--- config.mk ---
export PLATFORM = sky130hd
export DESIGN_NAME = err_halt_ctrl
export DESIGN_NICKNAME = d
export VERILOG_FILES = /design/src/rtl/err_halt_pkg.sv /design/src/rtl/ehc_flag_bank.sv /design/src/rtl/ehc_ip_capture.sv /design/src/rtl/ehc_halt_seq.sv /design/src/rtl/err_halt_ctrl.sv
export SDC_FILE = /design/constraint.sdc
export NUM_CORES = 1
export LEC_CHECK = 0
export CAP_MARGIN = 20
export CORE_AREA = 5 5 100 102
export DETAILED_ROUTE_END_ITERATION = 6
export DIE_AREA = 0 0 105 107
export DONT_BUFFER_PORTS = 1
export SLEW_MARGIN = 10
export SYNTH_ARGS = -nofsm -noshare
export SYNTH_HDL_FRONTEND = slang
export SYNTH_SLANG_ARGS = --single-unit
--- constraint.sdc ---
create_clock -name clk -period 3.25 [get_ports clk]
set_input_delay 0.65 -clock clk [delete_from_list [all_inputs] [get_ports clk]]
set_output_delay 0.65 -clock clk [all_outputs]
set_load 0.03 [all_outputs]
--- src/rtl/err_halt_pkg.sv ---
package err_halt_pkg;

    typedef struct packed {
        logic err;
        logic hoe;
    } flag_pair_t;

    typedef enum logic [1:0] {
        HS_RUN   = 2'd0,
        HS_DRAIN = 2'd1,
        HS_STOP  = 2'd2
    } halt_state_e;

    typedef enum logic [1:0] {
        HC_NONE    = 2'd0,
        HC_ERROR   = 2'd1,
        HC_ANALYSE = 2'd2
    } halt_cause_e;

    // set has priority over clear
    function automatic logic flag_next(logic cur, logic set, logic clr);
        return set ? 1'b1 : (clr ? 1'b0 : cur);
    endfunction

    // flags seen by a freshly started high priority context
    function automatic flag_pair_t enter_high(flag_pair_t cur);
        flag_pair_t r;
        r.err = cur.err;
        r.hoe = 1'b0;
        return r;
    endfunction

endpackage

--- src/rtl/ehc_flag_bank.sv ---
module ehc_flag_bank
    import err_halt_pkg::*;
#(
    parameter int SRC_W = 4
) (
    input  logic             clk,
    input  logic             rst,
    input  logic [SRC_W-1:0] err_src,
    input  logic             sw_err_clr,
    input  logic             sw_hoe_set,
    input  logic             sw_hoe_clr,
    input  logic             preempt_start,
    input  logic             preempt_end,
    output flag_pair_t       live_o,
    output logic             hi_act_o,
    output logic             err_trig_o
);
    flag_pair_t live_q, live_d, saved_q, saved_d;
    logic       act_q, act_d;
    logic       any_evt, enter, leave;

    always_comb begin
        any_evt = |err_src;
        enter   = preempt_start && !act_q;
        leave   = preempt_end && act_q;
        live_d  = live_q;
        saved_d = saved_q;
        act_d   = act_q;
        if (enter) begin
            saved_d = live_q;
            live_d  = enter_high(live_q);
            act_d   = 1'b1;
        end else if (leave) begin
            live_d  = saved_q;
            act_d   = 1'b0;
        end else begin
            live_d.err = flag_next(live_q.err, any_evt, sw_err_clr);
            live_d.hoe = flag_next(live_q.hoe, sw_hoe_set, sw_hoe_clr);
        end
        err_trig_o = !enter && !leave && !live_q.err && any_evt && live_q.hoe;
    end

    always_ff @(posedge clk) begin
        if (rst) begin
            live_q  <= '0;
            saved_q <= '0;
            act_q   <= 1'b0;
        end else begin
            live_q  <= live_d;
            saved_q <= saved_d;
            act_q   <= act_d;
        end
    end

    assign live_o   = live_q;
    assign hi_act_o = act_q;

endmodule

--- src/rtl/ehc_ip_capture.sv ---
module ehc_ip_capture #(
    parameter int IP_W = 32
) (
    input  logic            clk,
    input  logic            rst,
    input  logic            take_err,
    input  logic            take_an,
    input  logic [IP_W-1:0] instr_ptr,
    input  logic            err_late,
    output logic [IP_W-1:0] cap_ip,
    output logic            areg_load
);
    localparam logic [IP_W-1:0] ONE = {{(IP_W-1){1'b0}}, 1'b1};

    logic [IP_W-1:0] extra;
    logic [IP_W-1:0] cap_q;
    logic            load_q;

    assign extra = take_err ? {{(IP_W-1){1'b0}}, err_late} : '0;

    always_ff @(posedge clk) begin
        if (rst) begin
            cap_q  <= '0;
            load_q <= 1'b0;
        end else begin
            load_q <= take_err || take_an;
            if (take_err || take_an)
                cap_q <= instr_ptr + ONE + extra;
        end
    end

    assign cap_ip    = cap_q;
    assign areg_load = load_q;

endmodule

--- src/rtl/ehc_halt_seq.sv ---
module ehc_halt_seq
    import err_halt_pkg::*;
#(
    parameter int NUM_LINKS = 4
) (
    input  logic                 clk,
    input  logic                 rst,
    input  logic                 err_trig,
    input  logic                 analyse_req,
    input  logic [NUM_LINKS-1:0] link_busy,
    output logic                 take_err,
    output logic                 take_an,
    output logic                 halt_req,
    output logic                 link_shutdown,
    output logic                 fetch_block,
    output logic                 refresh_en
);
    halt_state_e state_q, state_d;
    halt_cause_e cause_q, cause_d;
    logic        ref_q;
    logic        links_idle;

    always_comb begin
        links_idle = ~|link_busy;
        take_err   = (state_q == HS_RUN) && err_trig;
        take_an    = (state_q == HS_RUN) && analyse_req && !err_trig;
        state_d    = state_q;
        cause_d    = cause_q;
        unique case (state_q)
            HS_RUN: begin
                if (take_err) begin
                    state_d = HS_DRAIN;
                    cause_d = HC_ERROR;
                end else if (take_an) begin
                    state_d = HS_DRAIN;
                    cause_d = HC_ANALYSE;
                end
            end
            HS_DRAIN: if (links_idle) state_d = HS_STOP;
            HS_STOP:  state_d = HS_STOP;
            default:  state_d = HS_RUN;
        endcase
    end

    always_ff @(posedge clk) begin
        if (rst) begin
            state_q <= HS_RUN;
            cause_q <= HC_NONE;
            ref_q   <= 1'b0;
        end else begin
            state_q <= state_d;
            cause_q <= cause_d;
            ref_q   <= 1'b1;
        end
    end

    assign halt_req      = (state_q != HS_RUN);
    assign link_shutdown = (state_q == HS_STOP);
    assign fetch_block   = (cause_q == HC_ANALYSE);
    assign refresh_en    = ref_q;

endmodule

--- src/rtl/err_halt_ctrl.sv ---
module err_halt_ctrl
    import err_halt_pkg::*;
#(
    parameter int SRC_W     = 4,
    parameter int NUM_LINKS = 4,
    parameter int IP_W      = 32
) (
    input  logic                 clk,
    input  logic                 rst,
    input  logic [SRC_W-1:0]     err_src,
    input  logic                 sw_err_clr,
    input  logic                 sw_hoe_set,
    input  logic                 sw_hoe_clr,
    input  logic                 preempt_start,
    input  logic                 preempt_end,
    input  logic                 analyse_req,
    input  logic [NUM_LINKS-1:0] link_busy,
    input  logic [IP_W-1:0]      instr_ptr,
    input  logic                 err_late,
    output logic                 error_pin,
    output logic                 hoe_flag,
    output logic                 halt_req,
    output logic                 link_shutdown,
    output logic                 fetch_block,
    output logic                 refresh_en,
    output logic                 areg_load,
    output logic [IP_W-1:0]      cap_ip
);
    flag_pair_t live;
    logic       hi_act;
    logic       err_trig;
    logic       take_err, take_an;

    ehc_flag_bank #(.SRC_W(SRC_W)) u_flags (
        .clk(clk), .rst(rst), .err_src(err_src),
        .sw_err_clr(sw_err_clr), .sw_hoe_set(sw_hoe_set), .sw_hoe_clr(sw_hoe_clr),
        .preempt_start(preempt_start), .preempt_end(preempt_end),
        .live_o(live), .hi_act_o(hi_act), .err_trig_o(err_trig)
    );

    ehc_halt_seq #(.NUM_LINKS(NUM_LINKS)) u_seq (
        .clk(clk), .rst(rst), .err_trig(err_trig), .analyse_req(analyse_req),
        .link_busy(link_busy), .take_err(take_err), .take_an(take_an),
        .halt_req(halt_req), .link_shutdown(link_shutdown),
        .fetch_block(fetch_block), .refresh_en(refresh_en)
    );

    ehc_ip_capture #(.IP_W(IP_W)) u_cap (
        .clk(clk), .rst(rst), .take_err(take_err), .take_an(take_an),
        .instr_ptr(instr_ptr), .err_late(err_late),
        .cap_ip(cap_ip), .areg_load(areg_load)
    );

    assign error_pin = live.err;
    assign hoe_flag  = live.hoe;

endmodule

==> run_results.csv, run 1 <==
group,metric,value,unit
outcome,outcome,"completed",
floorplan,coreArea,9020,µm²
global_routing,overflow,0,
min_path,holdPathStages,1,
global_routing,grt_antenna_before_repair,0,
cts,cts-htree-levels,2,
detailed_routing,firstDrtPassIters,4,
pwr,power.density,791,nW/µm²
setup_path,worst-endpoint-arrival,3.04,ns
floorplan,row_count,35,
setup_path,reg2reg_depth,14,
floorplan,die_h,107,µm
cts,cts_buffers,5,
timing,fin_crit_sh,86.7,%
global_routing,grt_pass1_vias,1729,
cts,clock_latency,0.30,ns
cts,cts.sinks,43,
detailed_routing,vias_per_cell,4.70,
timing,setup_viol,0,
finish,final_util,27.4,%
global_routing,grt_usage,10.2,%
floorplan,start_util,24.3,%
synth,synth_cell_types,38,
timing,tightestPinTransition,0.619,ns
pwr,ir_drop,0.245,mV
floorplan,dieArea,11200,µm²
timing,rsz0062_at_grt,"no",
global_routing,grt_pass1_wl,9170,µm
setup_path,endpoint_kind,"flop",
setup_path,crit_type,"reg -> reg",
detailed_routing,drt_iter0_markers,77,
synth,syn-mean-instance-area,8.89,µm²
detailed_routing,drc,0,
cts,path_clk_slew,0.09,ns
synth,yosys_warnings,0,
place,hpwl,4610,µm
global_routing,grt_max_degree,43,
setup_path,worstPathMaxFanout,7,
cts,ctsHoldBuffers,0,
finish,syn_to_final_growth,12.6,%
setup_path,path_cells,"inv_1 -> ha_1 -> nand3b_1 -> nor4_2 -> nand2_1 -> ha_1 -> inv_1 -> ha_1 -> nand3_1 -> nor4_4 -> buf_4 -> nand4_1 -> xor2_1 -> a211oi_1",
setup_path,max_stage_delay,0.33,ns
job,max_cap_viol_count,0,
synth,syn_inst,247,
setup_path,crit_required,3.47,ns
synth,synth_area,2190,µm²
detailed_routing,postRouteAntennaNets,0,
cts,post_cts_resized,0,
timing,finalCriticalPeriod,2.82,ns
min_path,worstHoldPathType,"in -> reg",
timing,slew-limit-headroom,58.7,%
detailed_routing,via_count,1702,
finish,finalNonFillerCells,362,
timing,finClkSkew,0.00800,ns
setup_path,cp_common_cell,"ha_1",
finish,insertedDiodeCount,0,
setup_path,slowest_stage,"dfxtp_1",
cts,cts_buffer_depth,2,
cts,cts-root-buf,"clkbuf_8",
pwr,p_leak,0.882,nW
cts,cts_tree,"built",
place,dp_cells,354,
place,io_buffers,0,
floorplan,die_w,105,µm
detailed_routing,wire_per_inst,15.9,µm
timing,setup_tns,0,ns
floorplan,io_pins,88,
setup_path,worst_setup_path_start_kind,"flop",
finish,nNetsFinal,305,
place,place_congestion,0.771,
timing,fmax,355,MHz
synth,synth-seq-cells,43,
finish,drive_gt1_share,9.96,%
finish,final_common_cell,"nor2_1",
cts,post_cts_buffers,0,
finish,final_cell_mix,"nor2_1 (44), dfxtp_1 (43), a211oi_1 (30), xor2_1 (23), nand3_1 (12)",
timing,slew_viol_final,0,
synth,ys_seq_area_share,39.2,%
timing,hold_viol,0,
synth,synthesis.nets,302,
detailed_routing,wl,5770,µm
[critical path, delay by kind of cell (launching register included)]
family,cells,cell delay (ns)
fa+ha+maj,3,0.65
compound gates,1,0.23
xor+xnor,1,0.15
buf+inv,3,0.38
flops,1,0.33
simple gates,6,1.00
[cell families after synthesis]
logic type	Yosys count	synth area share (%)
AO/OA/AOI/OAI	43	14.3
XOR/XNOR	28	11.2
adder cells (fa/ha/maj)	6	3.42
buffers and inverters	20	3.65
flip-flops	43	39.2
multiplexers	6	2.74
AND/OR/NAND/NOR	101	25.5
[cell type report]
class	instances	area, µm²
tap	111	139
inverter	8	30.0
timing repair buffer	8	72.6
fill	985	6550
sequential	43	861
clock inverter	3	43.8
multi-input combinational	184	1260
clock buffer	5	68.8
[cells in the mapped netlist (all sizes together)]
master	number	share of area (%)
nand4	8	3.0
or3	1	0.29
and4	2	0.80
dfxtp	43	39
o31a	1	0.40
xnor2	5	2.0
a21oi	3	0.68
nand3	14	4.0
nor4b	1	1.1
ha	6	3.4
clkbuf	5	0.86
nand3b	1	0.34
nand2b	3	0.86
mux2i	6	2.7
a311oi	1	0.68
o21ai	5	1.1
o41ai	1	0.40
o31ai	1	0.34
nand2	11	1.9
a211oi	30	10
inv	8	1.4
and3	4	1.1
xor2	23	9.2
o311ai	1	0.40
and2	2	0.57
nor4	3	1.8
buf	7	1.4
nor2	44	7.5
and4b	1	0.46
nor2b	3	0.86
nor3	3	0.91
[per-stage QoR]
stage	setup WS [ns]	total power [mW]	cell area [µm²]	hold WS, ns
CTS	0.354	1.99	2470	0.394
floorplan	0.188	1.43	2190	0.451
detailed placement	0.228	1.56	2360	0.475
global route	0.0528	2.09	2470	0.386
finish	0.431	1.96	2470	0.407
global placement	0.309	1.54	2360	0.464
[registers in the layout, indices dropped and copies added (netlist names)]
| register | cells |
|---|---|
| u_seq.cause_q | 2 |
| u_flags.hi_act_o | 1 |
| u_cap.cap_ip | 32 |
| u_flags.live_o | 2 |
| u_flags.saved_q | 2 |
| u_cap.areg_load | 1 |
| u_seq.refresh_en | 1 |
| u_seq.state_q | 2 |
[worst paths after layout]
| path | startpoint | endpoint | slack, ns |
|---|---|---|---|
| max | u_seq.state_q[0]$_SDFFE_PP0P_ | u_cap.cap_ip[22]$_SDFFE_PP0N_ | 0.43 |
| min | rst | u_cap.cap_ip[21]$_SDFFE_PP0N_ | 0.41 |
| max reg2reg | u_seq.state_q[0]$_SDFFE_PP0P_ | u_cap.cap_ip[22]$_SDFFE_PP0N_ | 0.43 |
| min reg2reg | u_seq.cause_q[0]$_SDFFE_PP0P_ | u_seq.cause_q[0]$_SDFFE_PP0P_ | 0.49 |
[power by group]
part	switching, mW	internal (mW)	total [mW]	leakage (nW)
Combinational	0.294	0.193	0.488	0.468
Clock	0.197	0.229	0.426	0.0581
Sequential	0.365	0.676	1.04	0.356
[metal layers]
layer,up-vias,share of wire [%],GRT usage (%)
met1,765,40,11.6
met2,50,49,17.0
li1,882,-,-
met3,5,10,4.70
met4,0,1.2,3.38
met5,-,0,0
Power figures use the tool's default switching activity.
==> inputs of run 2 (changes only) <==
--- a/config.mk
+++ b/config.mk
@@ -5,10 +5,11 @@
 export SDC_FILE = /design/constraint.sdc
 export NUM_CORES = 1
 export LEC_CHECK = 0
+export ABC_AREA = 1
 export CAP_MARGIN = 20
-export CORE_AREA = 5 5 100 102
+export CORE_AREA = 5 5 110 112
 export DETAILED_ROUTE_END_ITERATION = 6
-export DIE_AREA = 0 0 105 107
+export DIE_AREA = 0 0 115 117
 export DONT_BUFFER_PORTS = 1
 export SLEW_MARGIN = 10
 export SYNTH_ARGS = -nofsm -noshare
==> run_results.csv, run 2 <==
group,metric,value,unit
synth,synth_compound_area_share,10.1,%
outcome,outcome,"completed",
finish,regArea,861,µm²
detailed_routing,wire_per_inst,14.1,µm
pwr,swShare,43.7,%
detailed_routing,vias_per_cell,4.34,
synth,syn_inst,437,
detailed_routing,postRouteAntennaNets,0,
detailed_routing,drc,0,
floorplan,die_w,115,µm
synth,synth-xor-area-share,2.93,%
detailed_routing,firstDrtPassIters,4,
timing,setup_viol,0,
synth,synth_mux_area_share,0,%
synth,synthesis.nets,492,
min_path,holdPathStages,1,
timing,rsz0062_at_grt,"no",
detailed_routing,wl,8220,µm
timing,finalCriticalPeriod,2.77,ns
setup_path,path_cells,"inv_1 -> ha_1 -> inv_1 -> nor2_2 -> nand3_4 -> inv_1 -> nand2_1 -> ha_1 -> inv_1 -> ha_1 -> nand2_1 -> nor2_4 -> nand2_1 -> nor2_4 -> xor2_1 -> nand2_1 -> nand2_1 -> inv_1",
cts,post_cts_buffers,0,
setup_path,crit_required,3.43,ns
timing,slew-limit-headroom,60.9,%
detailed_routing,drt_iter0_markers,130,
finish,final_common_cell,"nand2_1",
pwr,cell_internal_pwr,1.22,mW
synth,syn-mean-instance-area,6.16,µm²
timing,fin_crit_sh,85.1,%
finish,final_cell_mix,"nand2_1 (142), inv_1 (65), nor2_1 (61), dfxtp_1 (43), nand3_1 (33)",
synth,synthArstFlopShare,0,%
synth,synth_cell_types,32,
synth,synth_simple_gate_area_share,40.6,%
global_routing,use_met1,13.9,%
timing,tightestPinTransition,0.584,ns
cts,cts_buffers,5,
global_routing,grtUsageMet2,21.8,%
global_routing,grt_antenna_before_repair,0,
synth,yosysMostFrequentCell,"nand2_1",
synth,synth_edf_count,0,
setup_path,reg2reg_depth,18,
timing,hold_viol,0,
setup_path,timing.rr.end,"u_cap.cap_ip[12]$_SDFFE_PP0N_",
place,hpwl,6760,µm
floorplan,row_count,39,
pwr,power.density,725,nW/µm²
setup_path,endpoint_kind,"flop",
finish,finalNonFillerCells,581,
min_path,worstHoldPathType,"in -> reg",
setup_path,reg2reg_slack,0.48,ns
finish,insertedDiodeCount,0,
global_routing,overflow,0,
min_path,hold_end,"u_flags.live_o[1]$_SDFFE_PP0P_",
synth,synth_adder_area_share,2.79,%
global_routing,grt.busiest_layer,"met2",
global_routing,grt_pass1_vias,2446,
floorplan,io_pins,88,
min_path,min-delay-start,"rst",
setup_path,worst-endpoint-arrival,2.95,ns
setup_path,slowest_stage,"dfxtp_1",
pwr,seqPwrFrac,47.2,%
timing,finClkSkew,0.00402,ns
synth,synth_top_family_by_area,"simple AND/OR/NAND/NOR gates",
job,max_cap_viol_count,0,
detailed_routing,via_count,2521,
pwr,p_leak,1.45,nW
setup_path,regToRegStartpoint,"u_seq.state_q[0]$_SDFFE_PP0P_",
timing,setup_tns,0,ns
synth,synth_area,2690,µm²
synth,synth-seq-cells,43,
place,place_area,2820,µm²
synth,synth.area.top_cells,"dfxtp_1 (32%), nand2_1 (20%), inv_1 (9.1%)",
global_routing,grt_max_degree,45,
finish,largest_reg_flops,32,
place,place_congestion,0.847,
synth,synth_largest_area_cell,"dfxtp_1",
floorplan,coreArea,11100,µm²
timing,fmax,362,MHz
pwr,power_frac_comb,26.3,%
global_routing,grt_usage,12.3,%
cts,ctsHoldBuffers,0,
cts,path_clk_slew,0.06,ns
synth,ys.flop_type,"dfxtp_1",
pwr,ir_drop,0.274,mV
cts,cts-htree-levels,2,
cts,cts-root-buf,"clkbuf_16",
cts,cts_buffer_depth,2,
cts,post_cts_resized,0,
floorplan,die_h,117,µm
finish,syn_to_final_growth,11.1,%
pwr,pwr-share-clk,26.5,%
cts,cts_tree,"built",
setup_path,worstPathMaxFanout,5,
setup_path,max_stage_delay,0.33,ns
setup_path,worst_setup_path_start_kind,"flop",
finish,multi_input_area,1520,µm²
synth,ys_seq_area_share,32.0,%
synth,yosys.area.top_type_share,32.0,%
setup_path,crit_type,"reg -> reg",
floorplan,start_util,24.2,%
synth,yosys_warnings,0,
place,io_buffers,0,
finish,drive_gt1_share,6.39,%
global_routing,grt_pass1_wl,12800,µm
floorplan,dieArea,13500,µm²
cts,cts.sinks,43,
cts,clock_latency,0.28,ns
timing,slew_viol_final,0,
place,dp_cells,573,
finish,fillers,1281,
pwr,power.switching,0.948,mW
finish,nNetsFinal,492,
global_routing,met3_usage,4.83,%
finish,final_cell_area,2990,µm²
synth,synth.cells.most_frequent,"nand2_1 (142), inv_1 (65), nor2_1 (61), dfxtp_1 (43), nand3_1 (33)",
-- run 2: cell types whose count changed after synthesis, sizes merged, moves of 4 or more --
cell / change
inv: +58
a211oi: -29
xor2: -16
o21ai: +20
mux2i: -6
nand4: -7
nor2: +26
a21oi: +16
nand2: +135
and3: -4
clkbuf: -4
nand3: +20
-- run 2: metal layers --
| layer | vias to the layer above | share of wire [%] |
|---|---|---|
| met2 | 68 | 49 |
| met4 | 0 | 1.2 |
| met5 | - | 0 |
| met3 | 4 | 9.8 |
| met1 | 1109 | 40 |
| li1 | 1340 | - |
-- run 2: layout make-up --
class	instances	share of cell area, %
clock buffer	5	4.18
clock inverter	3	1.46
inverter	66	8.28
multi-input combinational	319	50.8
sequential	43	28.8
tap	143	5.98
timing repair buffer	2	0.502
-- run 2: power by group through the flow --
| stage | Sequential [mW] | Clock (mW) | Combinational, mW |
|---|---|---|---|
| after floorplan | 0.989 | 0 | 0.513 |
| after global placement | 1.04 | 0 | 0.551 |
| after detailed placement | 1.04 | 0 | 0.575 |
| after CTS | 1.03 | 0.597 | 0.579 |
| after global routing | 1.04 | 0.616 | 0.674 |
| final | 1.02 | 0.576 | 0.571 |
-- run 2: through the flow --
stage / hold WS [ns] / power, mW / utilization, % / setup slack (ns)
3_5_place_dp: 0.452 / 1.62 / 25.4 / 0.495
3_3_place_gp: 0.450 / 1.59 / 25.4 / 0.578
4_1_cts: 0.420 / 2.21 / 26.9 / 0.485
2_1_floorplan: 0.434 / 1.50 / - / 0.788
6_report: 0.430 / 2.17 / 26.9 / 0.484
5_1_grt: 0.421 / 2.33 / 26.9 / 0.156
-- run 2: how the worst max path moves through the flow --
stage          cells past startpoint                             to                          start  slack (ns)
6_report                          18  u_cap.cap_ip[12]$_SDFFE_PP0N_  u_seq.state_q[0]$_SDFFE_PP0P_        0.48
2_1_floorplan                     18  u_cap.cap_ip[12]$_SDFFE_PP0N_  u_seq.state_q[0]$_SDFFE_PP0P_        0.79
3_5_place_dp                      19  u_cap.cap_ip[30]$_SDFFE_PP0N_  u_seq.state_q[0]$_SDFFE_PP0P_        0.49
5_1_grt                           18  u_cap.cap_ip[12]$_SDFFE_PP0N_  u_seq.state_q[0]$_SDFFE_PP0P_        0.16
4_1_cts                           19  u_cap.cap_ip[30]$_SDFFE_PP0N_  u_seq.state_q[0]$_SDFFE_PP0P_        0.49
3_3_place_gp                      18  u_cap.cap_ip[12]$_SDFFE_PP0N_  u_seq.state_q[0]$_SDFFE_PP0P_        0.58
-- run 2: worst max-delay path, delay by kind of cell, from the launching register on --
kind | cells | cell delay, ns
fa+ha+maj | 3 | 0.60
simple gates | 9 | 1.10
flops | 1 | 0.33
buf+inv | 5 | 0.48
xor+xnor | 1 | 0.15
-- run 2: cell families after synthesis --
kind of cell | Yosys count
adders and majority gates | 6
and+or+nand+nor | 254
AOI/OAI and AO/OA | 50
xor gates and xnor gates | 9
buffers and inverters | 75
DFF | 43
==> inputs of run 3 (changes only) <==
--- a/config.mk
+++ b/config.mk
@@ -7,9 +7,9 @@
 export LEC_CHECK = 0
 export ABC_AREA = 1
 export CAP_MARGIN = 20
-export CORE_AREA = 5 5 110 112
+export CORE_AREA = 5 5 84 86
 export DETAILED_ROUTE_END_ITERATION = 6
-export DIE_AREA = 0 0 115 117
+export DIE_AREA = 0 0 89 91
 export DONT_BUFFER_PORTS = 1
 export SLEW_MARGIN = 10
 export SYNTH_ARGS = -nofsm -noshare
==> constraint.sdc (replaced) <==
create_clock -name clk -period 3.5 [get_ports clk]
set_input_delay 0.7 -clock clk [delete_from_list [all_inputs] [get_ports clk]]
set_output_delay 0.7 -clock clk [all_outputs]
set_load 0.03 [all_outputs]
==> run_results.csv, run 3 (same netlist as run 2, synthesis figures left out) <==
group,metric,value,unit
detailed_routing,drc,0,
cts,cts-root-buf,"clkbuf_8",
pwr,swShare,47.2,%
timing,rsz0062_at_grt,"no",
detailed_routing,wire_per_inst,13.6,µm
finish,final_common_cell,"nand2_1",
timing,fin_crit_sh,78.6,%
cts,post_cts_resized,0,
global_routing,grt_pass1_wl,11400,µm
timing,setup_tns,0,ns
timing,hold_slack,0.461,ns
place,place_area,2730,µm²
finish,insertedDiodeCount,0,
pwr,p_leak,1.41,nW
outcome,outcome,"completed",
place,io_buffers,0,
detailed_routing,firstDrtPassIters,4,
floorplan,die_h,91,µm
detailed_routing,postRouteAntennaNets,0,
timing,setup_viol,0,
setup_path,worst-endpoint-arrival,2.95,ns
pwr,power_frac_comb,29.1,%
timing,finClkSkew,0.00609,ns
cts,post_cts_buffers,0,
setup_path,worstPathMaxFanout,5,
timing,slew_viol_final,0,
detailed_routing,vias_per_cell,4.91,
job,max_cap_viol_count,0,
pwr,power.switching,0.838,mW
min_path,holdPathStages,2,
finish,final_cell_mix,"nand2_1 (142), inv_1 (65), nor2_1 (61), dfxtp_1 (43), nand3_1 (33)",
detailed_routing,wl,7010,µm
global_routing,grt_usage,17.8,%
finish,largest_reg_flops,32,
cts,path_clk_slew,0.08,ns
global_routing,grt_antenna_before_repair,0,
pwr,seqPwrFrac,52.9,%
finish,final_util,45.4,%
detailed_routing,drt_iter0_markers,105,
floorplan,io_pins,88,
timing,fmax,363,MHz
timing,slew-limit-headroom,61.0,%
timing,tightestPinTransition,0.582,ns
floorplan,coreArea,6200,µm²
cts,clock_latency,0.29,ns
pwr,cell_internal_pwr,0.935,mW
min_path,worstHoldPathType,"reg -> reg",
cts,ctsHoldBuffers,0,
finish,final_cell_area,2820,µm²
cts,cts.sinks,43,
global_routing,grt_pass1_vias,2412,
floorplan,row_count,29,
cts,cts-htree-levels,2,
pwr,ir_drop,0.394,mV
setup_path,crit_required,3.70,ns
cts,cts_tree,"built",
setup_path,worst_setup_path_start_kind,"flop",
finish,regArea,861,µm²
finish,fillers,692,
floorplan,die_w,89,µm
timing,hold_viol,0,
setup_path,reg2reg_depth,18,
pwr,pwr-share-clk,18.0,%
setup_path,endpoint_kind,"flop",
finish,syn_to_final_growth,4.60,%
cts,cts_buffer_depth,2,
global_routing,overflow,0,
finish,multi_input_area,1520,µm²
place,place_congestion,0.829,
place,hpwl,5610,µm
global_routing,grt_max_degree,45,
floorplan,start_util,43.4,%
cts,cts_buffers,5,
finish,nNetsFinal,491,
floorplan,dieArea,8100,µm²
pwr,power.density,629,nW/µm²
detailed_routing,via_count,2526,
finish,drive_gt1_share,5.95,%
timing,finalCriticalPeriod,2.75,ns
setup_path,crit_type,"reg -> reg",
run 3: cell types whose count changed in the layout (fill, tap and decap cells not counted):
cell / before / now
clkinv_4: 1 / 0
clkbuf_8: 0 / 5
clkbuf_16: 5 / 0
clkbuf_1: 0 / 1
clkinvlp_4: 0 / 1
bufinv_16: 1 / 0
buf_4: 2 / 1
run 3: metal layers:
metal / up-vias / routed length [µm] / global-route usage (%)
met1: 1090 / 2890 / 21.0
met5: - / 0 / 0
met2: 80 / 3280 / 29.8
met3: 9 / 731 / 7.15
met4: 0 / 103 / 4.59
li1: 1347 / - / -
run 3: area by class of cell:
type	count	area share [%]
Clock buffer	6	2.58
Sequential cell	43	30.6
Inverter	66	8.79
Tap cell	77	3.42
Clock inverter	2	0.444
Timing Repair Buffer	1	0.266
Multi-Input combinational cell	319	54.0
run 3: worst max-delay path: stages (launching register included):
cell,delay (ns)
dfxtp_1,0.33
inv_1,0.10
ha_1,0.19
inv_1,0.17
nor2_2,0.19
nand3_4,0.13
inv_1,0.10
nand2_1,0.05
ha_1,0.22
inv_1,0.07
ha_1,0.17
nand2_1,0.10
nor2_4,0.15
nand2_1,0.17
nor2_4,0.17
xor2_1,0.16
nand2_1,0.07
nand2_1,0.06
inv_1,0.03
run 3: final timing paths:
check / startpoint / to / slack (ns)
max: u_seq.state_q[0]$_SDFFE_PP0P_ / u_cap.cap_ip[12]$_SDFFE_PP0N_ / 0.75
min: u_seq.cause_q[0]$_SDFFE_PP0P_ / u_seq.cause_q[0]$_SDFFE_PP0P_ / 0.46
max reg2reg: u_seq.state_q[0]$_SDFFE_PP0P_ / u_cap.cap_ip[12]$_SDFFE_PP0N_ / 0.75
min reg2reg: u_seq.cause_q[0]$_SDFFE_PP0P_ / u_seq.cause_q[0]$_SDFFE_PP0P_ / 0.46
run 3: per-stage QoR:
stage               setup slack (ns)  total power [mW]  instances
floorplan                       1.00              1.40        437
global placement               0.817              1.46        506
detailed placement             0.722              1.48        506
CTS                            0.717              1.80        514
global route                   0.434              1.91        514
finish                         0.748              1.77        514
run 3: power groups by stage:
stage | Clock [mW] | Sequential, mW | Combinational, mW
global route | 0.352 | 0.954 | 0.603
global placement | 0 | 0.951 | 0.512
floorplan | 0 | 0.919 | 0.477
detailed placement | 0 | 0.954 | 0.523
finish | 0.319 | 0.937 | 0.517
CTS | 0.331 | 0.943 | 0.526
